**src/rtl/burst_addr_pkg.sv**
```systemverilog
package burst_addr_pkg;

   typedef enum logic [1:0] {
      ACT_HOLD = 2'd0,
      ACT_LOAD = 2'd1,
      ACT_STEP = 2'd2
   } burst_act_e;

   localparam int ORDER_PIN    = 0;
   localparam int ORDER_LINEAR = 1;
   localparam int ORDER_XOR    = 2;

endpackage

```
**src/rtl/burst_cmd_decode.sv**
```systemverilog
module burst_cmd_decode
   import burst_addr_pkg::*;
(
   input  logic       start_cpu,
   input  logic       start_ctl,
   input  logic       adv,
   output burst_act_e act
);

   logic any_start;

   assign any_start = start_cpu | start_ctl;

   // A start strobe takes priority over advance.
   always_comb begin
      if (any_start)
         act = ACT_LOAD;
      else if (adv)
         act = ACT_STEP;
      else
         act = ACT_HOLD;
   end

endmodule

```
**src/rtl/burst_base_reg.sv**
```systemverilog
module burst_base_reg #(
   parameter int ADDR_W = 20
) (
   input  logic              clk,
   input  logic              rst_n,
   input  logic              load,
   input  logic [ADDR_W-1:0] d,
   output logic [ADDR_W-1:0] q
);

   generate
      if (ADDR_W < 1) begin : g_bad_w
         $error("burst_base_reg: ADDR_W must be at least 1");
      end
   endgenerate

   always_ff @(posedge clk) begin
      if (!rst_n)
         q <= '0;
      else if (load)
         q <= d;
   end

endmodule

```
**src/rtl/burst_beat_ctr.sv**
```systemverilog
module burst_beat_ctr
   import burst_addr_pkg::*;
#(
   parameter int CNT_W = 2
) (
   input  logic             clk,
   input  logic             rst_n,
   input  burst_act_e       act,
   output logic [CNT_W-1:0] beat,
   output logic             last
);

   localparam logic [CNT_W-1:0] BEAT_ONE  = CNT_W'(1);
   localparam logic [CNT_W-1:0] BEAT_LAST = {CNT_W{1'b1}};

   generate
      if (CNT_W < 1) begin : g_bad_cnt
         $error("burst_beat_ctr: CNT_W must be at least 1");
      end
   endgenerate

   always_ff @(posedge clk) begin
      if (!rst_n)
         beat <= '0;
      else begin
         unique case (act)
            ACT_LOAD: beat <= '0;
            ACT_STEP: beat <= beat + BEAT_ONE;
            default:  beat <= beat;
         endcase
      end
   end

   assign last = (beat == BEAT_LAST);

endmodule

```
**src/rtl/burst_order_map.sv**
```systemverilog
module burst_order_map
   import burst_addr_pkg::*;
#(
   parameter int CNT_W      = 2,
   parameter int ORDER_MODE = ORDER_PIN
) (
   input  logic [CNT_W-1:0] base_lo,
   input  logic [CNT_W-1:0] beat,
   input  logic             seq_linear,
   output logic [CNT_W-1:0] lo_out
);

   logic [CNT_W-1:0] lin_lo;
   logic [CNT_W-1:0] xor_lo;

   assign lin_lo = base_lo + beat;
   assign xor_lo = base_lo ^ beat;

   generate
      if (ORDER_MODE == ORDER_PIN) begin : g_pin
         assign lo_out = seq_linear ? lin_lo : xor_lo;
      end else if (ORDER_MODE == ORDER_LINEAR) begin : g_lin
         logic unused_sel;
         logic [CNT_W-1:0] unused_xor;
         assign unused_sel = seq_linear;
         assign unused_xor = xor_lo;
         assign lo_out     = lin_lo;
      end else if (ORDER_MODE == ORDER_XOR) begin : g_xor
         logic unused_sel;
         logic [CNT_W-1:0] unused_lin;
         assign unused_sel = seq_linear;
         assign unused_lin = lin_lo;
         assign lo_out     = xor_lo;
      end else begin : g_bad_mode
         $error("burst_order_map: ORDER_MODE out of range");
         assign lo_out = xor_lo;
      end
   endgenerate

endmodule

```
**src/rtl/burst_addr_gen.sv**
```systemverilog
module burst_addr_gen
   import burst_addr_pkg::*;
#(
   parameter int ADDR_W     = 20,
   parameter int CNT_W      = 2,
   parameter int ORDER_MODE = ORDER_PIN
) (
   input  logic              clk,
   input  logic              rst_n,
   input  logic [ADDR_W-1:0] ext_addr,
   input  logic              start_cpu,
   input  logic              start_ctl,
   input  logic              adv,
   input  logic              seq_linear,
   output logic [ADDR_W-1:0] addr_out,
   output logic [CNT_W-1:0]  beat_idx,
   output logic              burst_last
);

   localparam int HI_W = ADDR_W - CNT_W;

   generate
      if (CNT_W < 1 || CNT_W >= ADDR_W) begin : g_bad_split
         $error("burst_addr_gen: need 1 <= CNT_W < ADDR_W");
      end
   endgenerate

   burst_act_e       act;
   logic [ADDR_W-1:0] base_q;
   logic [CNT_W-1:0]  lo_mapped;

   burst_cmd_decode u_dec (
      .start_cpu (start_cpu),
      .start_ctl (start_ctl),
      .adv       (adv),
      .act       (act)
   );

   burst_base_reg #(.ADDR_W(ADDR_W)) u_base (
      .clk   (clk),
      .rst_n (rst_n),
      .load  (act == ACT_LOAD),
      .d     (ext_addr),
      .q     (base_q)
   );

   burst_beat_ctr #(.CNT_W(CNT_W)) u_ctr (
      .clk   (clk),
      .rst_n (rst_n),
      .act   (act),
      .beat  (beat_idx),
      .last  (burst_last)
   );

   burst_order_map #(.CNT_W(CNT_W), .ORDER_MODE(ORDER_MODE)) u_map (
      .base_lo    (base_q[CNT_W-1:0]),
      .beat       (beat_idx),
      .seq_linear (seq_linear),
      .lo_out     (lo_mapped)
   );

   assign addr_out = {base_q[ADDR_W-1 -: HI_W], lo_mapped};

endmodule

```
**config.mk**
```make
export PLATFORM = sky130hd
export DESIGN_NAME = burst_addr_gen
export DESIGN_NICKNAME = d
export VERILOG_FILES = /design/src/rtl/burst_addr_pkg.sv /design/src/rtl/burst_cmd_decode.sv /design/src/rtl/burst_base_reg.sv /design/src/rtl/burst_beat_ctr.sv /design/src/rtl/burst_order_map.sv /design/src/rtl/burst_addr_gen.sv
export SDC_FILE = /design/constraint.sdc
export NUM_CORES = 1
export LEC_CHECK = 0
export BUFFER_PORTS_ARGS = -buffer_cell sky130_fd_sc_hd__buf_4
export CORE_ASPECT_RATIO = 1.1
export CORE_UTILIZATION = 32
export CTS_CLUSTER_SIZE = 24
export DETAILED_ROUTE_END_ITERATION = 10
export MAX_ROUTING_LAYER = met4
export PLACE_DENSITY_LB_ADDON = 0.15
export SLEW_MARGIN = 20
export SYNTH_ARGS = -nofsm -noshare
export SYNTH_HDL_FRONTEND = slang
export SYNTH_SLANG_ARGS = --single-unit
```
**constraint.sdc**
```tcl
create_clock -name clk -period 1.2 [get_ports clk]
set_input_delay 0.06 -clock clk [delete_from_list [all_inputs] [get_ports clk]]
set_output_delay 0.06 -clock clk [all_outputs]
set_load 0.02 [all_outputs]
```
# After elaboration in Yosys (flattened, before gate mapping)
# Cells that the tools add are included.
[word_totals]
reg_bits = 22
out_inout_bits = 23
[classes]
addsub = 2
n_eq_ne = 3
n_mux = 4
bitwise = 2
n_reduce_logical = 1
[ops]
columns = ["operator", "count"]
rows = [
  ["$mux W2", 3],
  ["$eq A2 B2 Y1 const B", 2],
  ["$pmux W2 S2", 1],
  ["$add A2 B1 Y2 const B", 1],
  ["$add A2 B2 Y2", 1],
  ["$eq A2 B1 Y1 const B", 1],
  ["$reduce_bool A2 Y1", 1],
  ["$xor A2 B2 Y2", 1],
  ["$or A1 B1 Y1", 1],
]

# Depth between registers and ports, before layout
# Gate-level depths: netlist (run 1).
[depth]
ltp_word = 4
ltp_mapped = 3
depth_no_buf = 3

# Modules after synthesis
# A second synthesis (run 1) with hierarchy kept.
[hier_totals]
cells_unflattened = 83
hier_area_um2 = 930.9
[modules_own_cells]
columns = ["mod", "n_inst", "cells_each", "area_per_inst_um2", "seq_area_each_um2"]
rows = [
  ["burst_base_reg", 1, 64, 755.7, 400.4],
  ["burst_beat_ctr", 1, 11, 106.4, 40.0],
  ["burst_order_map", 1, 4, 33.8, 0.0],
  ["burst_cmd_decode", 1, 3, 21.3, 0.0],
  ["burst_addr_gen", 1, 1, 13.8, 0.0],
]

# Least setup slack after synthesis (run 1)
# No wires, ideal clock.
[synth_path]
kind = "register -> output"
start = "register u_ctr.beat[0]"
end = "output port addr_out[1]"
arrival_ns = 1.096
required_ns = 1.140
path_slack_ns = 0.044
stages_incl_launch_ff = 4
n_path_buf = 0
cell_sequence = "dfxtp_1 ha_1 nand2_1 xnor2_1"
[synth_between]
elab_chain_cells = 2
[synth_lines]
columns = ["element", "line_no", "rtl"]
rows = [
  ["from (decl)", "burst_beat_ctr.sv:9", "output logic [CNT_W-1:0] beat,"],
  ["from (signal assigned)", "burst_beat_ctr.sv:28", "ACT_STEP: beat <= beat + BEAT_ONE;"],
  ["from (signal assigned)", "burst_beat_ctr.sv:29", "default: beat <= beat;"],
  ["$add A2 B2 Y2", "burst_order_map.sv:16", "assign lin_lo = base_lo + beat;"],
  ["$mux W2", "burst_order_map.sv:21", "assign lo_out = seq_linear ? lin_lo : xor_lo;"],
  ["to (decl)", "burst_addr_gen.sv:15", "output logic [ADDR_W-1:0] addr_out,"],
]
# Every way passes these cells.

# Final worst setup path (run 1)
[layout_path]
start = "register u_ctr.beat[1]"
end = "output port addr_out[1]"
[layout_between]
elab_chain_cells = 2
[layout_lines]
columns = ["element", "line_no"]
rows = [
  ["$add A2 B2 Y2 / $xor A2 B2 Y2 (equally long branches)", "burst_order_map.sv:16, burst_order_map.sv:17"],
  ["$mux W2 (*)", "burst_order_map.sv:21"],
]
# Every way passes the cells marked *; elsewhere a longest branch is shown, timed or not.

==> flow_summary.ini, run 1 <==
[power]
leakage_uw = 0.000610
ir_worst_vdd_mv = 0.891
p_per_area_nw_per_um2 = 1060

[outcome]
status = finished with violations
failed_checks = design-rule violations

[timing]
worst_slew_pin_slew_ps = 327
finalCritPeriodShare_pct = 99.9
tns_ps = 0
period_needed_ps = 1200
setup_violations = 0
rsz0062_at_grt = yes
maxSlewHeadroom_pct = 78.2
drv_slew = 0
fmax_mhz = 835
finalHoldViolations = 0
fin_skew_ps = 0.0519

[route]
wl_per_cell_um = 12.2
post_drt_via_cell_ratio = 4.88
ant_nets = 0
routed-via-count = 893
dr.pass1.iters = 7
wl_um = 2240
dr.first_iter.drc_count = 27
drc = 8

[synthesis]
synth_top_area_share_pct = 41.0
synth_area_leaders = dfxtp_1, or3b_1, buf_4, a21oi_1, o21ai_0
syn-num-nets = 148
synth_top_cell_by_area = dfxtp_1
synthCells = 120
synth_area_sq_um = 1070
synth_most_common_cell = dfxtp_1
syn_avg_cell_area_sq_um = 8.95
yosysWarnings = 0
synth_common_cells = dfxtp_1, a21oi_1, o21ai_0, buf_4, or3b_1
ys_async_sr_fraction_pct = 0
synth_cell_type_count = 16
synth_edf_count = 0
ys.flop_type = dfxtp_1
yosysSeqAreaShare_pct = 41.0
ys_ff_latch = 22

[clock_tree]
cts_max_path_buffers = 2
cts_sinks = 22
path_clk_slew_ps = 120
cts_root_buf = clkbuf_4
cts_tree = done
htreeDepth = 1
numCtsBuffers = 3
clkLatencyLatePin_ps = 300

[layout]
diodes = 0
drive_above_1_share_pct = 44.3
postLayoutCoreUtil_pct = 45.6
seqCellArea_sq_um = 445
multiInputGateArea_sq_um = 490
area_growth_pct = 32.8
nets = 178
final_cell_area_sq_um = 1430
fill_cells = 304

[critical_path]
critPathKind = reg2out
worstPathMaxFanout = 2
critPathRequiredTime_ps = 1140
end_kind = primary output
startpoint_type = register
crit_arrival_ps = 1140

[placed_design]
hpwl_um = 1460
dpl-instance-area_sq_um = 1310
port_buffers = 48
finalWeightedCongestion = 0.640

[die]
dieArea_sq_um = 3590
rows = 21
dieWidth_um = 57.2
num_io_pins = 49
die_h_um = 62.7
start_util_pct = 34.3
core_area_sq_um = 3130

[flow_run]
drv_cap = 0

[global_route]
grt_pass1_vias = 860
top_usage_layer = met2
grt_pass1_wl_um = 3700
grt_overflow = 0
use_met2_pct = 23.7
grt.total_usage_pct = 13.5
grt_max_degree = 43
grt_antenna_before_repair = 0
use_met1_pct = 14.3
grt_use_met3_pct = 5.18

[worst_hold_path]
worstHoldPathType = in2reg
[registers in the layout, indices dropped and copies added (netlist names)]
name,flops
u_ctr.beat,2
u_base.q,20
[through the flow]
step | worst slack [ps] | hold WS (ps) | instances | power [uW]
finish | 1.71 | 19.4 | 183 | 1510
global route | -73.2 | 0.258 | 183 | 1600
CTS | -31.0 | 3.36 | 182 | 1530
detailed placement | 216 | 347 | 175 | 1110
global placement | 259 | 337 | 175 | 1100
floorplan | 44.2 | 221 | 120 | 1010
[area by class of cell]
class,instances,share of cell area [%]
Clock buffer,4,2.55
Inverter,1,0.263
Multi-Input combinational cell,69,34.4
Sequential cell,22,31.3
Tap cell,34,2.99
Timing Repair Buffer,53,28.5
[critical path, cell delays in order (launching register included)]
cell and delay [ps]:
dfxtp_2 370, xor2_2 190, xnor2_2 130, buf_4 150
[path summary, 6_finish.rpt]
path / from / to / slack (ps) / cells past startpoint
hold / removal: ext_addr[17] / u_base.q[17] / 20 / 3
setup reg to reg: u_ctr.beat[0] / u_ctr.beat[1] / 110 / 4
setup / recovery: u_ctr.beat[1] / addr_out[1] / 2 / 3
hold reg to reg: u_base.q[18] / u_base.q[18] / 560 / 2
[what timing repair did]
item                                    4_1_cts  5_1_grt
hold endpoints to repair                      1        1
resized for setup                             8        4
hold buffers                                  1        1
pin swaps                                     2        3
buffers inserted                              2        0
endpoints found under the setup margin        2        2
[kinds of logic after synthesis]
kind of cell / Yosys count / synth area share (%)
and+or+nand+nor: 23 / 17.8
xor gates and xnor gates: 3 / 2.45
adders and majority gates: 2 / 2.33
buffers and inverters: 29 / 16.8
AOI/OAI and AO/OA: 40 / 18.6
muxes: 1 / 0.932
DFF: 22 / 41.0
[placed cells by master (no fill, tap or decap)]
| cell | synthesis | routed |
|---|---|---|
| buf_4 | 18 | 50 |
| o21ai_0 | 20 | 20 |
| a21oi_1 | 20 | 20 |
| or3b_1 | 18 | 18 |
| dfxtp_1 | 22 | 18 |
| dfxtp_2 | 0 | 4 |
| clkbuf_4 | 0 | 3 |
| nor4_1 | 2 | 2 |
| or3b_2 | 2 | 2 |
| dlygate4sd3_1 | 0 | 2 |
| xor2_2 | 0 | 1 |
| nand2_4 | 0 | 1 |
| xnor2_2 | 0 | 1 |
| inv_1 | 1 | 1 |
| mux2i_1 | 1 | 1 |
| xnor2_1 | 2 | 1 |
| ha_2 | 0 | 1 |
| ha_4 | 0 | 1 |
| clkbuf_8 | 0 | 1 |
| buf_6 | 0 | 1 |
[power by group]
group | leakage [uW] | switching, uW | internal [uW]
Combinational | 0.000405 | 154 | 158
Clock | 0.0000210 | 213 | 185
Sequential | 0.000184 | 21.6 | 774
[routing by layer]
metal  vias to the layer above  wire, um  share of wire, %
met5                         -         0                 0
met4                         0        15              0.67
met3                         2       174               7.8
met2                        32      1130                50
met1                       397       918                41
li1                        462         -                 -
No activity file was read; power rests on OpenSTA's default activity.
==> inputs of run 2 (changes only) <==
--- a/config.mk
+++ b/config.mk
@@ -12,7 +12,7 @@
 export DETAILED_ROUTE_END_ITERATION = 10
 export MAX_ROUTING_LAYER = met4
 export PLACE_DENSITY_LB_ADDON = 0.15
-export SLEW_MARGIN = 20
+export SETUP_SLACK_MARGIN = 0.4
 export SYNTH_ARGS = -nofsm -noshare
 export SYNTH_HDL_FRONTEND = slang
 export SYNTH_SLANG_ARGS = --single-unit
==> run 2 against run 1 <==
  * The flow finishes with violations (design-rule violations, negative setup slack)
  * Routed wire length increased by 11%
  * Critical endpoint unchanged
  * Combinational power is 29% higher
  * Design area rose by 23%
  * Clock power increased by 3%
  * Non-clock buffer count grew 12
  * Critical path depth did not move
  * Sequential cell count stayed put
  * Sequential share of layout area down 4.2 points
  * First-iteration DRC count up 74%
  * Core utilization rose by 11 points
  * Clock-buffer cell count unchanged
  * Largest power group unchanged
==> flow_summary.ini, run 2 (synthesized netlist as in run 1, its figures left out) <==
[layout]
area_growth_pct = 63.8
largest_reg_flops = 20
diodes = 0
seqCellArea_sq_um = 475
largestRegisters = u_base.q (20), u_ctr.beat (2)
final_common_cell = buf_4
largest_register = u_base.q
fill_cells = 291
nets = 190
multiInputGateArea_sq_um = 589
drive_above_1_share_pct = 63.4
final_cell_mix = buf_4, buf_6, o21ai_0

[critical_path]
startpoint_type = register
worstPathMaxFanout = 2
critPathKind = reg2out
critPathRequiredTime_ps = 1140
slowest_delay_ps = 390
path_cells = xor2_4 -> xnor2_4 -> buf_6
cpMaxStageDelayCell = dfxtp_4
end_kind = primary output
crit_arrival_ps = 1170

[clock_tree]
htreeDepth = 1
numCtsBuffers = 3
cts_tree = done
clkLatencyLatePin_ps = 300
cts_sinks = 22
cts_root_buf = clkbuf_4
cts_max_path_buffers = 2
path_clk_slew_ps = 120

[route]
dr.first_iter.drc_count = 47
routed-via-count = 965
wl_met2_um = 1290
drc = 9
drt-met1-wl_um = 1050
post_drt_via_cell_ratio = 4.95
wl_per_cell_um = 12.7
highest_layer = met4
ant_nets = 0
dr_wl_met3_um = 120
dr.pass1.iters = 7
wl_um = 2480

[global_route]
grt_antenna_before_repair = 0
grt_pass1_wl_um = 4280
grt_overflow = 0
grt_max_degree = 43
grt.total_usage_pct = 15.2
grt_pass1_vias = 997

[timing]
finalHoldViolations = 0
worst_slew_pin_slew_ps = 347
finalCritPeriodShare_pct = 102
period_needed_ps = 1230
maxSlewHeadroom_pct = 76.8
fmax_mhz = 813
tns_ps = -29.6
drv_slew = 0
fin_skew_ps = 0.747
rsz0062_at_grt = yes
setup_slack_ps = -29.6
setup_violations = 1

[worst_hold_path]
worstHoldPathType = in2reg

[placed_design]
dpl_worst_slack_ps = 243
finalWeightedCongestion = 0.768
hpwl_um = 1420
port_buffers = 48

[die]
die_h_um = 62.7
start_util_pct = 34.3
num_io_pins = 49
dieWidth_um = 57.2
core_area_sq_um = 3130
dieArea_sq_um = 3590
rows = 21

[outcome]
failed_checks = design-rule violations, negative setup slack
status = finished with violations

[power]
leakage_uw = 0.000708
p_per_area_nw_per_um2 = 921
ir_worst_vdd_mv = 0.380

[flow_run]
drv_cap = 0
==> run 2: routing by layer <==
metal	global-route usage, %	vias up
li1	-	483
met2	27.4	28
met1	16.4	452
met5	-	-
met3	3.31	2
met4	4.57	0
==> run 2: final cells by class <==
class / instances / share of cell area, %
timing repair buffer: 65 / 34.7
sequential: 22 / 27.0
clock buffer: 4 / 2.06
tap: 34 / 2.42
inverter: 1 / 0.214
multi-input combinational: 69 / 33.5
==> run 2: path summary, 6_finish.rpt <==
kind | startpoint | endpoint | slack [ps] | cells past startpoint
worst max-delay path | u_ctr.beat[1] | addr_out[1] | -30 | 3
worst min register to register | u_base.q[13] | u_base.q[13] | 570 | 2
worst min-delay path | ext_addr[14] | u_base.q[14] | 20 | 3
worst max register to register | u_ctr.beat[1] | u_ctr.beat[1] | 110 | 4
==> run 2: per-stage QoR <==
| step | total power (uW) | cell area [sq um] | cells | util, % | hold slack, ps |
|---|---|---|---|---|---|
| after global routing | 1710 | 1760 | 195 | 56.2 | 2.84 |
| after global placement | 1110 | 1380 | 175 | 44.0 | 337 |
| after CTS | 1630 | 1680 | 192 | 53.9 | 1.33 |
| final | 1620 | 1760 | 195 | 56.2 | 23.2 |
| after detailed placement | 1120 | 1380 | 175 | 44.0 | 345 |
| after floorplan | 1020 | 1140 | 120 | - | 214 |
==> run 2: power breakdown <==
group / switching (uW) / total (uW) / leakage (uW) / internal, uW
sequential: 30.1 / 807 / 0.000190 / 776
combinational: 176 / 403 / 0.000497 / 227
clock: 224 / 409 / 0.0000210 / 185
total: 430 / 1620 / 0.000708 / 1190
==> run 2: worst max-delay path, delay by kind of cell, from the launching register on <==
kind | cells | cell delay [ps]
flops | 1 | 390
xor+xnor | 2 | 350
buf+inv | 1 | 130
==> run 2: repair_timing <==
action | CTS | global route
pin swaps | 4 | 3
hold buffers | 11 | 2
endpoints found under the setup margin | 44 | 45
buffers inserted | 2 | 1
resized for setup | 48 | 14
endpoints found under the hold margin | 11 | 2
==> inputs of run 3 (changes only) <==
--- a/config.mk
+++ b/config.mk
@@ -5,11 +5,11 @@
 export SDC_FILE = /design/constraint.sdc
 export NUM_CORES = 1
 export LEC_CHECK = 0
-export BUFFER_PORTS_ARGS = -buffer_cell sky130_fd_sc_hd__buf_4
 export CORE_ASPECT_RATIO = 1.1
 export CORE_UTILIZATION = 32
 export CTS_CLUSTER_SIZE = 24
 export DETAILED_ROUTE_END_ITERATION = 10
+export DONT_BUFFER_PORTS = 1
 export MAX_ROUTING_LAYER = met4
 export PLACE_DENSITY_LB_ADDON = 0.15
 export SETUP_SLACK_MARGIN = 0.4
==> run 3 against run 2 <==
  * The run ends with design-rule violations, negative hold slack, negative setup slack left
  * Combinational power down 23%
  * Register-to-register slack improved by 110 ps
  * Highest routed layer unchanged
  * Sequential cell count unchanged
==> flow_summary.ini, run 3 (synthesized netlist as in run 1, its figures left out) <==
[outcome]
status = finished with violations
failed_checks = design-rule violations, negative hold slack, negative setup slack

[timing]
rsz0062_at_grt = yes
maxSlewHeadroom_pct = 67.5
fmax_mhz = 832
finalCritPeriodShare_pct = 100
setup_violations = 1
holdWs_ps = -181
fin_skew_ps = 0.163
period_needed_ps = 1200
finalHoldViolations = 22
drv_slew = 0
worst_slew_pin_slew_ps = 488
setup_slack_ps = -1.33

[layout]
area_growth_pct = 44.5
diodes = 0
final_common_cell = o21ai_0
seqCellArea_sq_um = 475
largest_register = u_base.q
final_cell_mix = o21ai_0, dfxtp_2, dlygate4sd3_1, buf_6, a21oi_2
final_cell_area_sq_um = 1550
postLayoutCoreUtil_pct = 49.6
instances_no_fill = 167
largest_reg_flops = 20
multiInputGateArea_sq_um = 603
nets = 162
fill_cells = 302
largestRegisters = u_base.q (20), u_ctr.beat (2)
drive_above_1_share_pct = 55.6

[critical_path]
critPathRequiredTime_ps = 1140
critPathKind = reg2out
cpMaxStageDelayCell = dfxtp_4
path_cells = ha_4 -> nand2_4 -> xnor2_4
end_kind = primary output
crit_arrival_ps = 1140
worstPathMaxFanout = 4
slowest_delay_ps = 440
startpoint_type = register

[clock_tree]
cts_tree = done
cts_root_buf = clkbuf_4
numCtsBuffers = 3
clkLatencyLatePin_ps = 300
cts_max_path_buffers = 2
htreeDepth = 1
post-cts-setup-buffers = 0
cts_sinks = 22
path_clk_slew_ps = 110
cts_hold_buf = 18

[route]
routed-via-count = 867
dr.pass1.iters = 9
post_drt_via_cell_ratio = 5.19
ant_nets = 0
wl_per_cell_um = 14.3
dr.first_iter.drc_count = 80
wl_um = 2390
drc = 4

[placed_design]
finalWeightedCongestion = 0.645
dp_cells = 145
dpl_worst_slack_ps = 234
port_buffers = 0
dpl-instance-area_sq_um = 1150
hpwl_um = 1370

[power]
leakage_uw = 0.000558
p_per_area_nw_per_um2 = 981
totalPowerFinal_uw = 1520
ir_worst_vdd_mv = 0.518

[global_route]
grt_pass1_vias = 878
grt_overflow = 0
grt_pass1_wl_um = 3980
grt_antenna_before_repair = 0
grt.total_usage_pct = 14.6
grt_max_degree = 43

[worst_hold_path]
worstHoldPathType = in2reg

[die]
core_area_sq_um = 3130
die_h_um = 62.7
num_io_pins = 49
start_util_pct = 34.3
rows = 21
dieArea_sq_um = 3590
dieWidth_um = 57.2

[flow_run]
drv_cap = 0
==> run 3: cell count changes in the layout (fill, tap and decap cells not counted) <==
cell / change
buf_6: -6
buf_4: -27
a21oi_1: -5
or3b_4: +1
a21oi_2: +5
xnor2_2: -1
dlygate4sd3_1: +5
or3b_1: -1
xnor2_1: +1
==> run 3: what timing repair did <==
| action | 4_1_cts | 5_1_grt |
|---|---|---|
| setup endpoints to repair | 44 | 45 |
| resized for setup | 41 | 20 |
| endpoints found under the hold margin | 22 | 22 |
| pin swaps | 5 | 0 |
==> run 3: critical path, delay by kind of cell (launching register included) <==
| kind | cells | cell delay, ps |
|---|---|---|
| flip-flops | 1 | 440 |
| XOR/XNOR | 1 | 200 |
| adder cells (fa/ha/maj) | 1 | 150 |
| AND/OR/NAND/NOR | 1 | 50 |
==> run 3: worst paths after layout <==
kind,from,end,slack (ps),depth (start not counted)
max,u_ctr.beat[0],addr_out[1],-1,3
min,start_cpu,u_ctr.beat[0],-180,1
max reg2reg,u_ctr.beat[1],u_ctr.beat[1],220,3
min reg2reg,u_base.q[18],u_base.q[18],570,2
==> run 3: layout make-up <==
type,instances,area share [%]
multi-input combinational,69,38.9
clock buffer,4,2.34
inverter,1,0.242
tap,34,2.74
sequential,22,30.6
timing repair buffer,37,25.2
==> run 3: power by group <==
part | internal (uW) | leakage (uW) | switching [uW]
Sequential | 776 | 0.000190 | 33.3
Clock | 185 | 0.0000210 | 218
Combinational | 178 | 0.000347 | 131
Total | 1140 | 0.000558 | 382
==> run 3: per-stage QoR <==
step                      setup TNS (ps)  hold slack (ps)
after floorplan                        0              214
after global placement                 0              135
after detailed placement               0              134
after CTS                          -31.9             -206
after global routing               -65.6             -215
final                              -1.33             -181
==> run 3: routing by layer <==
metal	track usage [%]	part of all wire (%)	wire length (um)
met5	-	0	0
met4	7.32	0.63	15
met2	25.1	51	1220
met3	2.07	4.0	95
met1	16.2	44	1050
